File: config.mk
export PLATFORM = sky130hd
export DESIGN_NAME = evdma_channel
export DESIGN_NICKNAME = d
export VERILOG_FILES = /design/src/rtl/evdma_pkg.sv /design/src/rtl/evdma_addr.sv /design/src/rtl/evdma_lane.sv /design/src/rtl/evdma_seq.sv /design/src/rtl/evdma_channel.sv
export SDC_FILE = /design/constraint.sdc
export NUM_CORES = 1
export LEC_CHECK = 0
export ABC_AREA = 1
export BUFFER_PORTS_ARGS = -buffer_cell sky130_fd_sc_hd__buf_4
export CORE_UTILIZATION = 50
export CTS_BUF_LIST = sky130_fd_sc_hd__clkbuf_16
export DETAILED_ROUTE_END_ITERATION = 16
export GPL_TIMING_DRIVEN = 0
export PLACE_DENSITY = 0.7
export SETUP_SLACK_MARGIN = 0.3
export SYNTH_ARGS = -nofsm -noshare
export SYNTH_HDL_FRONTEND = slang
export SYNTH_HIERARCHICAL = 1
export SYNTH_SLANG_ARGS = --single-unit
File: constraint.sdc
create_clock -name clk -period 2.8 [get_ports clk]
set_input_delay 0.28 -clock clk [delete_from_list [all_inputs] [get_ports clk]]
set_output_delay 0.28 -clock clk [all_outputs]
set_load 0.01 [all_outputs]
File: src/rtl/evdma_pkg.sv
package evdma_pkg;

   typedef enum logic [1:0] {
      ST_IDLE  = 2'd0,
      ST_RD    = 2'd1,
      ST_RWAIT = 2'd2,
      ST_WR    = 2'd3
   } xfer_state_e;

   localparam logic [2:0] SEL_SRC  = 3'd0;
   localparam logic [2:0] SEL_DST  = 3'd1;
   localparam logic [2:0] SEL_SIDX = 3'd2;
   localparam logic [2:0] SEL_DIDX = 3'd3;
   localparam logic [2:0] SEL_CNT  = 3'd4;
   localparam logic [2:0] SEL_CTRL = 3'd5;

   localparam int CTRL_EN_BIT = 0;
   localparam int CTRL_SZ_LSB = 1;
   localparam int CTRL_Q_LSB  = 8;

   function automatic logic [2:0] elem_bytes(input logic [1:0] code);
      case (code)
         2'd0:    return 3'd1;
         2'd1:    return 3'd2;
         default: return 3'd4;
      endcase
   endfunction

endpackage

File: src/rtl/evdma_addr.sv
module evdma_addr #(
   parameter int ADDR_W = 32
) (
   input  logic              clk,
   input  logic              rst_n,
   input  logic              base_we,
   input  logic              idx_we,
   input  logic [ADDR_W-1:0] wdata,
   input  logic              step,
   output logic [ADDR_W-1:0] addr
);

   logic [ADDR_W-1:0] idx_q;

   always_ff @(posedge clk or negedge rst_n) begin
      if (!rst_n) begin
         addr  <= '0;
         idx_q <= '0;
      end else begin
         if (idx_we) idx_q <= wdata;
         if (base_we)   addr <= wdata;
         else if (step) addr <= addr + idx_q;
      end
   end

endmodule

File: src/rtl/evdma_lane.sv
module evdma_lane
   import evdma_pkg::*;
#(
   parameter  int DATA_W = 32,
   localparam int LANES  = DATA_W / 8,
   localparam int OFF_W  = $clog2(LANES)
) (
   input  logic [1:0]        size_code,
   input  logic [OFF_W-1:0]  src_off,
   input  logic [OFF_W-1:0]  dst_off,
   input  logic [DATA_W-1:0] cap_data,
   output logic [LANES-1:0]  rd_be,
   output logic [LANES-1:0]  wr_be,
   output logic [DATA_W-1:0] wr_data
);

   logic [2:0]        nbytes;
   logic [LANES-1:0]  keep;
   logic [DATA_W-1:0] keep_bits;
   logic [DATA_W-1:0] aligned;

   assign nbytes = elem_bytes(size_code);

   for (genvar l = 0; l < LANES; l++) begin : g_lane
      assign keep[l]             = (l < int'(nbytes));
      assign keep_bits[8*l +: 8] = {8{keep[l]}};
   end

   assign aligned = (cap_data >> {src_off, 3'b000}) & keep_bits;
   assign rd_be   = keep << src_off;
   assign wr_be   = keep << dst_off;
   assign wr_data = aligned << {dst_off, 3'b000};

endmodule

File: src/rtl/evdma_seq.sv
module evdma_seq
   import evdma_pkg::*;
#(
   parameter int CNT_W = 16
) (
   input  logic             clk,
   input  logic             rst_n,
   input  logic             ev_i,
   input  logic             en_i,
   input  logic             cnt_we,
   input  logic [CNT_W-1:0] cnt_wdata,
   input  logic             gnt_i,
   input  logic             rvalid_i,
   output logic             rd_req_o,
   output logic             wr_req_o,
   output logic             cap_o,
   output logic             step_o,
   output logic             done_o,
   output logic             miss_o
);

   xfer_state_e      st_q, st_d;
   logic [CNT_W-1:0] cnt_q;
   logic             active_q, pend_q, miss_q, done_q;
   logic             ev_ok, busy, start, last;

   assign ev_ok    = ev_i & en_i & active_q;
   assign busy     = (st_q != ST_IDLE);
   assign start    = !busy & active_q & (ev_ok | pend_q);
   assign step_o   = (st_q == ST_WR) & gnt_i;
   assign last     = step_o & (cnt_q == CNT_W'(1));
   assign rd_req_o = (st_q == ST_RD);
   assign wr_req_o = (st_q == ST_WR);
   assign cap_o    = (st_q == ST_RWAIT) & rvalid_i;
   assign done_o   = done_q;
   assign miss_o   = miss_q;

   always_comb begin
      st_d = st_q;
      case (st_q)
         ST_IDLE:  if (start)    st_d = ST_RD;
         ST_RD:    if (gnt_i)    st_d = ST_RWAIT;
         ST_RWAIT: if (rvalid_i) st_d = ST_WR;
         ST_WR:    if (gnt_i)    st_d = ST_IDLE;
         default:                st_d = ST_IDLE;
      endcase
   end

   always_ff @(posedge clk or negedge rst_n) begin
      if (!rst_n) begin
         st_q     <= ST_IDLE;
         cnt_q    <= '0;
         active_q <= 1'b0;
         pend_q   <= 1'b0;
         miss_q   <= 1'b0;
         done_q   <= 1'b0;
      end else begin
         st_q   <= st_d;
         done_q <= last;
         if (cnt_we)      cnt_q <= cnt_wdata;
         else if (step_o) cnt_q <= cnt_q - CNT_W'(1);
         if (cnt_we)    active_q <= (cnt_wdata != '0);
         else if (last) active_q <= 1'b0;
         if (cnt_we)              pend_q <= 1'b0;
         else if (last)           pend_q <= 1'b0;
         else if (start)          pend_q <= 1'b0;
         else if (busy && ev_ok)  pend_q <= 1'b1;
         if (cnt_we)                         miss_q <= 1'b0;
         else if (busy && ev_ok && pend_q)   miss_q <= 1'b1;
      end
   end


   done_single_chk: assert property (@(posedge clk) disable iff (!rst_n)
      done_q |=> !done_q);


   miss_sticky_chk: assert property (@(posedge clk) disable iff (!rst_n)
      (miss_q && !cnt_we) |=> miss_q);


   pend_serve_chk: assert property (@(posedge clk) disable iff (!rst_n)
      (pend_q && !busy && active_q && !cnt_we) |=> (st_q == ST_RD));


   idle_when_off_chk: assert property (@(posedge clk) disable iff (!rst_n)
      (!active_q && !busy) |=> !busy);

endmodule

File: src/rtl/evdma_channel.sv
module evdma_channel
   import evdma_pkg::*;
#(
   parameter  int ADDR_W = 32,
   parameter  int DATA_W = 32,
   parameter  int CNT_W  = 16,
   parameter  int QID_W  = 2,
   localparam int LANES  = DATA_W / 8,
   localparam int OFF_W  = $clog2(LANES)
) (
   input  logic              clk,
   input  logic              rst_n,
   input  logic              cfg_we_i,
   input  logic [2:0]        cfg_sel_i,
   input  logic [ADDR_W-1:0] cfg_wdata_i,
   input  logic              sync_ev_i,
   output logic              mem_req_o,
   output logic              mem_we_o,
   output logic [ADDR_W-1:0] mem_addr_o,
   output logic [LANES-1:0]  mem_be_o,
   output logic [DATA_W-1:0] mem_wdata_o,
   output logic [QID_W-1:0]  mem_qid_o,
   input  logic              mem_gnt_i,
   input  logic              mem_rvalid_i,
   input  logic [DATA_W-1:0] mem_rdata_i,
   output logic              done_o,
   output logic              miss_err_o
);

   if (DATA_W < 32 || (DATA_W & (DATA_W - 1)) != 0) begin : g_bad_data_w
      $error("evdma_channel: DATA_W must be a power of two of at least 32");
   end
   if (ADDR_W < CNT_W || ADDR_W < CTRL_Q_LSB + QID_W) begin : g_bad_addr_w
      $error("evdma_channel: ADDR_W too narrow for count or control fields");
   end

   logic              en_q;
   logic [1:0]        size_q;
   logic [QID_W-1:0]  qid_q;
   logic [DATA_W-1:0] cap_q;
   logic [ADDR_W-1:0] src_addr, dst_addr;
   logic [LANES-1:0]  rd_be, wr_be;
   logic [DATA_W-1:0] wr_data;
   logic              rd_req, wr_req, cap, step;
   logic              we_src, we_dst, we_sidx, we_didx, we_cnt, we_ctrl;

   assign we_src  = cfg_we_i && (cfg_sel_i == SEL_SRC);
   assign we_dst  = cfg_we_i && (cfg_sel_i == SEL_DST);
   assign we_sidx = cfg_we_i && (cfg_sel_i == SEL_SIDX);
   assign we_didx = cfg_we_i && (cfg_sel_i == SEL_DIDX);
   assign we_cnt  = cfg_we_i && (cfg_sel_i == SEL_CNT);
   assign we_ctrl = cfg_we_i && (cfg_sel_i == SEL_CTRL);

   always_ff @(posedge clk or negedge rst_n) begin
      if (!rst_n) begin
         en_q   <= 1'b0;
         size_q <= 2'd0;
         qid_q  <= '0;
         cap_q  <= '0;
      end else begin
         if (we_ctrl) begin
            en_q   <= cfg_wdata_i[CTRL_EN_BIT];
            size_q <= cfg_wdata_i[CTRL_SZ_LSB +: 2];
            qid_q  <= cfg_wdata_i[CTRL_Q_LSB +: QID_W];
         end
         if (cap) cap_q <= mem_rdata_i;
      end
   end

   evdma_addr #(.ADDR_W(ADDR_W)) u_src (
      .clk(clk), .rst_n(rst_n), .base_we(we_src), .idx_we(we_sidx),
      .wdata(cfg_wdata_i), .step(step), .addr(src_addr)
   );

   evdma_addr #(.ADDR_W(ADDR_W)) u_dst (
      .clk(clk), .rst_n(rst_n), .base_we(we_dst), .idx_we(we_didx),
      .wdata(cfg_wdata_i), .step(step), .addr(dst_addr)
   );

   evdma_lane #(.DATA_W(DATA_W)) u_lane (
      .size_code(size_q),
      .src_off(src_addr[OFF_W-1:0]),
      .dst_off(dst_addr[OFF_W-1:0]),
      .cap_data(cap_q),
      .rd_be(rd_be),
      .wr_be(wr_be),
      .wr_data(wr_data)
   );

   evdma_seq #(.CNT_W(CNT_W)) u_seq (
      .clk(clk), .rst_n(rst_n), .ev_i(sync_ev_i), .en_i(en_q),
      .cnt_we(we_cnt), .cnt_wdata(cfg_wdata_i[CNT_W-1:0]),
      .gnt_i(mem_gnt_i), .rvalid_i(mem_rvalid_i),
      .rd_req_o(rd_req), .wr_req_o(wr_req), .cap_o(cap), .step_o(step),
      .done_o(done_o), .miss_o(miss_err_o)
   );

   assign mem_req_o   = rd_req | wr_req;
   assign mem_we_o    = wr_req;
   assign mem_addr_o  = rd_req ? src_addr : dst_addr;
   assign mem_be_o    = rd_req ? rd_be : wr_be;
   assign mem_wdata_o = wr_data;
   assign mem_qid_o   = qid_q;


   req_hold_chk: assert property (@(posedge clk) disable iff (!rst_n)
      (mem_req_o && !mem_gnt_i && !cfg_we_i) |=>
         (mem_req_o && $stable(mem_we_o) && $stable(mem_addr_o)));

endmodule

==> out/results.tsv <==
stage	metric	value	unit
critical_path	cp-end-kind	output port	
clock_tree	clock_latency	0.46	ns
min_path	hold_depth	3	
die	die_w	173	um
global_routing	grt.total_usage	0.324	
timing	fin_crit_sh	0.895	
job	drv_cap	0	
logic_synthesis	seq_area_frac_synth	0.320	
timing	rsz0062_at_grt	true	
place	portBuffers	146	
clock_tree	cts-root-buf	clkbuf_16	
logic_synthesis	synth_area_leader_cell	dfrtp_1	
place	gp_congestion	0.959	
logic_synthesis	ys_top_cells_by_area	dfrtp_1 32%, nand2_1 22%, inv_1 8.0%	
timing	skew	0.0104	ns
global_routing	grt_overflow	0	
logic_synthesis	synth_edf_count	0	
layout	drive_above_1_share	0.157	
power_and_ir_drop	vdd_ir_drop_max	0.540	mV
critical_path	cp_top_family	simple AND/OR/NAND/NOR gates	
layout	nFillCells	2802	
layout	area_delta_synth_final	16.7	%
detailed_routing	drc	0	
logic_synthesis	synth_ff_type	dfrtp_1	
critical_path	path_cells	nor2_4, inv_4, buf_8, ha_4, nor2_4, buf_6, nand2_2, a21oi_1, nand2_1, nand2_1, buf_6	
detailed_routing	wl	48.3	mm
power_and_ir_drop	power_density	1140	mW/mm2
logic_synthesis	ys_types	42	
critical_path	slowest_delay	0.43	ns
timing	setup_viol	0	
logic_synthesis	syn-num-nets	2353	
min_path	hold_path.class	in2reg	
critical_path	cp.depth	11	
layout	fin_nets	2531	
die	initial_core_util	0.510	
logic_synthesis	synth_area	0.0146	mm2
timing	tightest_slew	0.827	ns
power_and_ir_drop	p_switching	0.00978	W
logic_synthesis	synthArstFlopShare	1.00	
critical_path	crit_required	2.52	ns
clock_tree	cts_tree	done	
critical_path	crit_type	reg2out	
timing	max_freq	399	MHz
clock_tree	cts_buffers	17	
logic_synthesis	synth_cells	2208	
timing	finalCriticalPeriod	2.50	ns
power_and_ir_drop	pwr-share-clk	0.124	
power_and_ir_drop	swShare	0.504	
die	coreArea	0.0287	mm2
clock_tree	clockBufferDepth	2	
logic_synthesis	avgSynthCellArea	6.62	um2
place	hpwl	37.3	mm
critical_path	crit_path_start_kind	register	
timing	fin_tns_setup	0	ns
clock_tree	cts.sinks	187	
clock_tree	h-tree-depth	4	
critical_path	cp_slowest_cell	dfrtp_1	
die	die_h	173	um
global_routing	grt_max_degree	115	
clock_tree	cts.clk_slew.worst_paths	0.08	ns
die	rows	62	
timing	drv_slew	0	
die	io-pin-count	147	
layout	finish.utilization	0.595	
detailed_routing	drtIter0Drc	1391	
detailed_routing	drtAntennaViolNets	0	
critical_path	cp_max_fo	5	
run_status	status	finished clean	
detailed_routing	wl_per_cell	17.4	um
timing	hold_viol	0	
power_and_ir_drop	seq_power_share	0.239	
critical_path	reg2reg_depth	10	
layout	antennaDiodeCount	0	
detailed_routing	vias_per_cell	5.40	
timing	relSlewSlack	0.449	
detailed_routing	vias	15000	
power_and_ir_drop	p_int	0.00963	W
power_and_ir_drop	pwr-share-comb	0.637	
global_routing	grt_pass1_wl	75.5	mm
logic_synthesis	netlist.area_leader.share	0.320	
critical_path	crit_buf_inv	4	
global_routing	antenna_found_initial	0	
die	die_area	0.0299	mm2
power_and_ir_drop	leakage	9.44	nW
global_routing	first_global_vias	14200	
logic_synthesis	ys_warn_count	6	
detailed_routing	first_pass_iters	6	
critical_path	worstPathArrival	2.22	ns
logic_synthesis	ys_ff_latch	187	
final cells by class:
cell class | count | area, um2 | area share
Sequential cell | 187 | 4680 | 0.274
Inverter | 327 | 1230 | 0.0723
Buffer | 63 | 437 | 0.0256
Tap cell | 384 | 480 | 0.0281
Clock inverter | 15 | 134 | 0.00784
Multi-Input combinational cell | 1631 | 8410 | 0.493
Clock buffer | 17 | 425 | 0.0249
Timing Repair Buffer | 159 | 1260 | 0.0741
through the flow:
stage | cell area (um2) | std cells | setup slack, ns | power, W | hold WS (ns)
global placement | 16200 | 2738 | -0.0670 | 0.0163 | 0.480
global route | 17100 | 2783 | 0.214 | 0.0210 | 0.0349
detailed placement | 16200 | 2739 | -0.0444 | 0.0165 | 0.294
finish | 17100 | 2783 | 0.295 | 0.0194 | 0.0249
CTS | 16900 | 2777 | 0.310 | 0.0190 | 0.00959
floorplan | 14600 | 2208 | 0.664 | 0.0125 | -0.0156
cells in the final DEF (no fill, tap or decap), types with 9 or more instances in the layout:
master | synthesis | layout
a21oi_1 | 54 | 51
a22oi_1 | 44 | 44
buf_2 | 27 | 24
buf_4 | 5 | 150
buf_6 | 12 | 23
clkbuf_1 | 14 | 11
clkbuf_16 | 0 | 17
dfrtp_1 | 187 | 185
ha_1 | 70 | 69
inv_1 | 313 | 309
inv_2 | 10 | 13
mux2_2 | 60 | 60
nand2_1 | 866 | 854
nand2_2 | 17 | 27
nand3_1 | 186 | 181
nand4_1 | 25 | 25
nor2_1 | 139 | 137
nor2_4 | 7 | 9
o211ai_1 | 14 | 14
o21ai_0 | 47 | 43
o21ai_1 | 18 | 19
xnor2_1 | 26 | 26
logic make-up (layout without fill, tap and decap cells):
logic type      count (synthesis)  count (layout)  synth area share
buf+inv                       390             581             0.113
mux                            64              64            0.0493
xor+xnor                       29              29            0.0174
compound gates                196             196            0.0800
fa+ha+maj                      72              72            0.0626
flops                         187             187             0.320
simple gates                 1270            1270             0.358
cell usage after synthesis (all sizes together), types with 5 or more instances:
master and number:
nor3 7, inv 324, o21ai 65, a22oi 44, mux2 64, o22ai 7
xnor2 26, nand3 188, nor2 153, nand4 25, o21bai 6, a21oi 54
nand2 883, buf 49, ha 70, clkbuf 14, dfrtp 187, or2 5
o211ai 14
final timing paths:
| check | from | to | slack (ns) |
|---|---|---|---|
| max reg2reg | u_dst/addr[0] | u_dst/addr[24] | 0.45 |
| min in group asynchronous | rst_n | u_seq/cnt_q[10] | 0.37 |
| min | mem_rdata_i[18] | cap_q[18] | 0.02 |
| max in group asynchronous | rst_n | u_src/addr[0] | 1.45 |
| max | size_q[1] | mem_wdata_o[20] | 0.30 |
| min reg2reg | u_seq/miss_o | u_seq/miss_o | 0.51 |
registers in the layout, indices dropped and copies added, names as in the netlist, 16 cells and up:
signal	flops
cap_q	32
u_dst/idx_q	32
u_seq/cnt_q	16
u_src/idx_q	32
u_dst/addr	32
u_src/addr	32
repair_timing:
item | 4_1_cts | 5_1_grt
pin swaps | 3 | 22
setup endpoints to repair | 18 | 33
hold buffers | 1 | 0
hold endpoints to repair | 73 | 0
buffers inserted | 5 | 6
resized for setup | 18 | 47
per-layer routing:
metal / routed length [um] / part of all wire / global-route usage / vias up
met3: 2680 / 0.055 / 0.0427 / 102
met5: 0 / 0 / 0 / -
li1: - / - / - / 7325
met1: 21000 / 0.44 / 0.427 / 7042
met2: 23100 / 0.48 / 0.544 / 559
met4: 1560 / 0.032 / 0.119 / 0
power by group through the flow:
stage	combinational [W]	sequential [W]	clock (W)
floorplan	0.00811	0.00437	0
global placement	0.0116	0.00464	0
detailed placement	0.0118	0.00467	0
CTS	0.0119	0.00463	0.00246
global route	0.0136	0.00478	0.00256
finish	0.0124	0.00464	0.00241
worst min-delay path: cells and delay by family:
family          cells  cell delay (ns)
buf+inv             1             0.08
simple gates        1             0.04
compound gates      1             0.05
No activity file was read; power rests on OpenSTA's default activity.
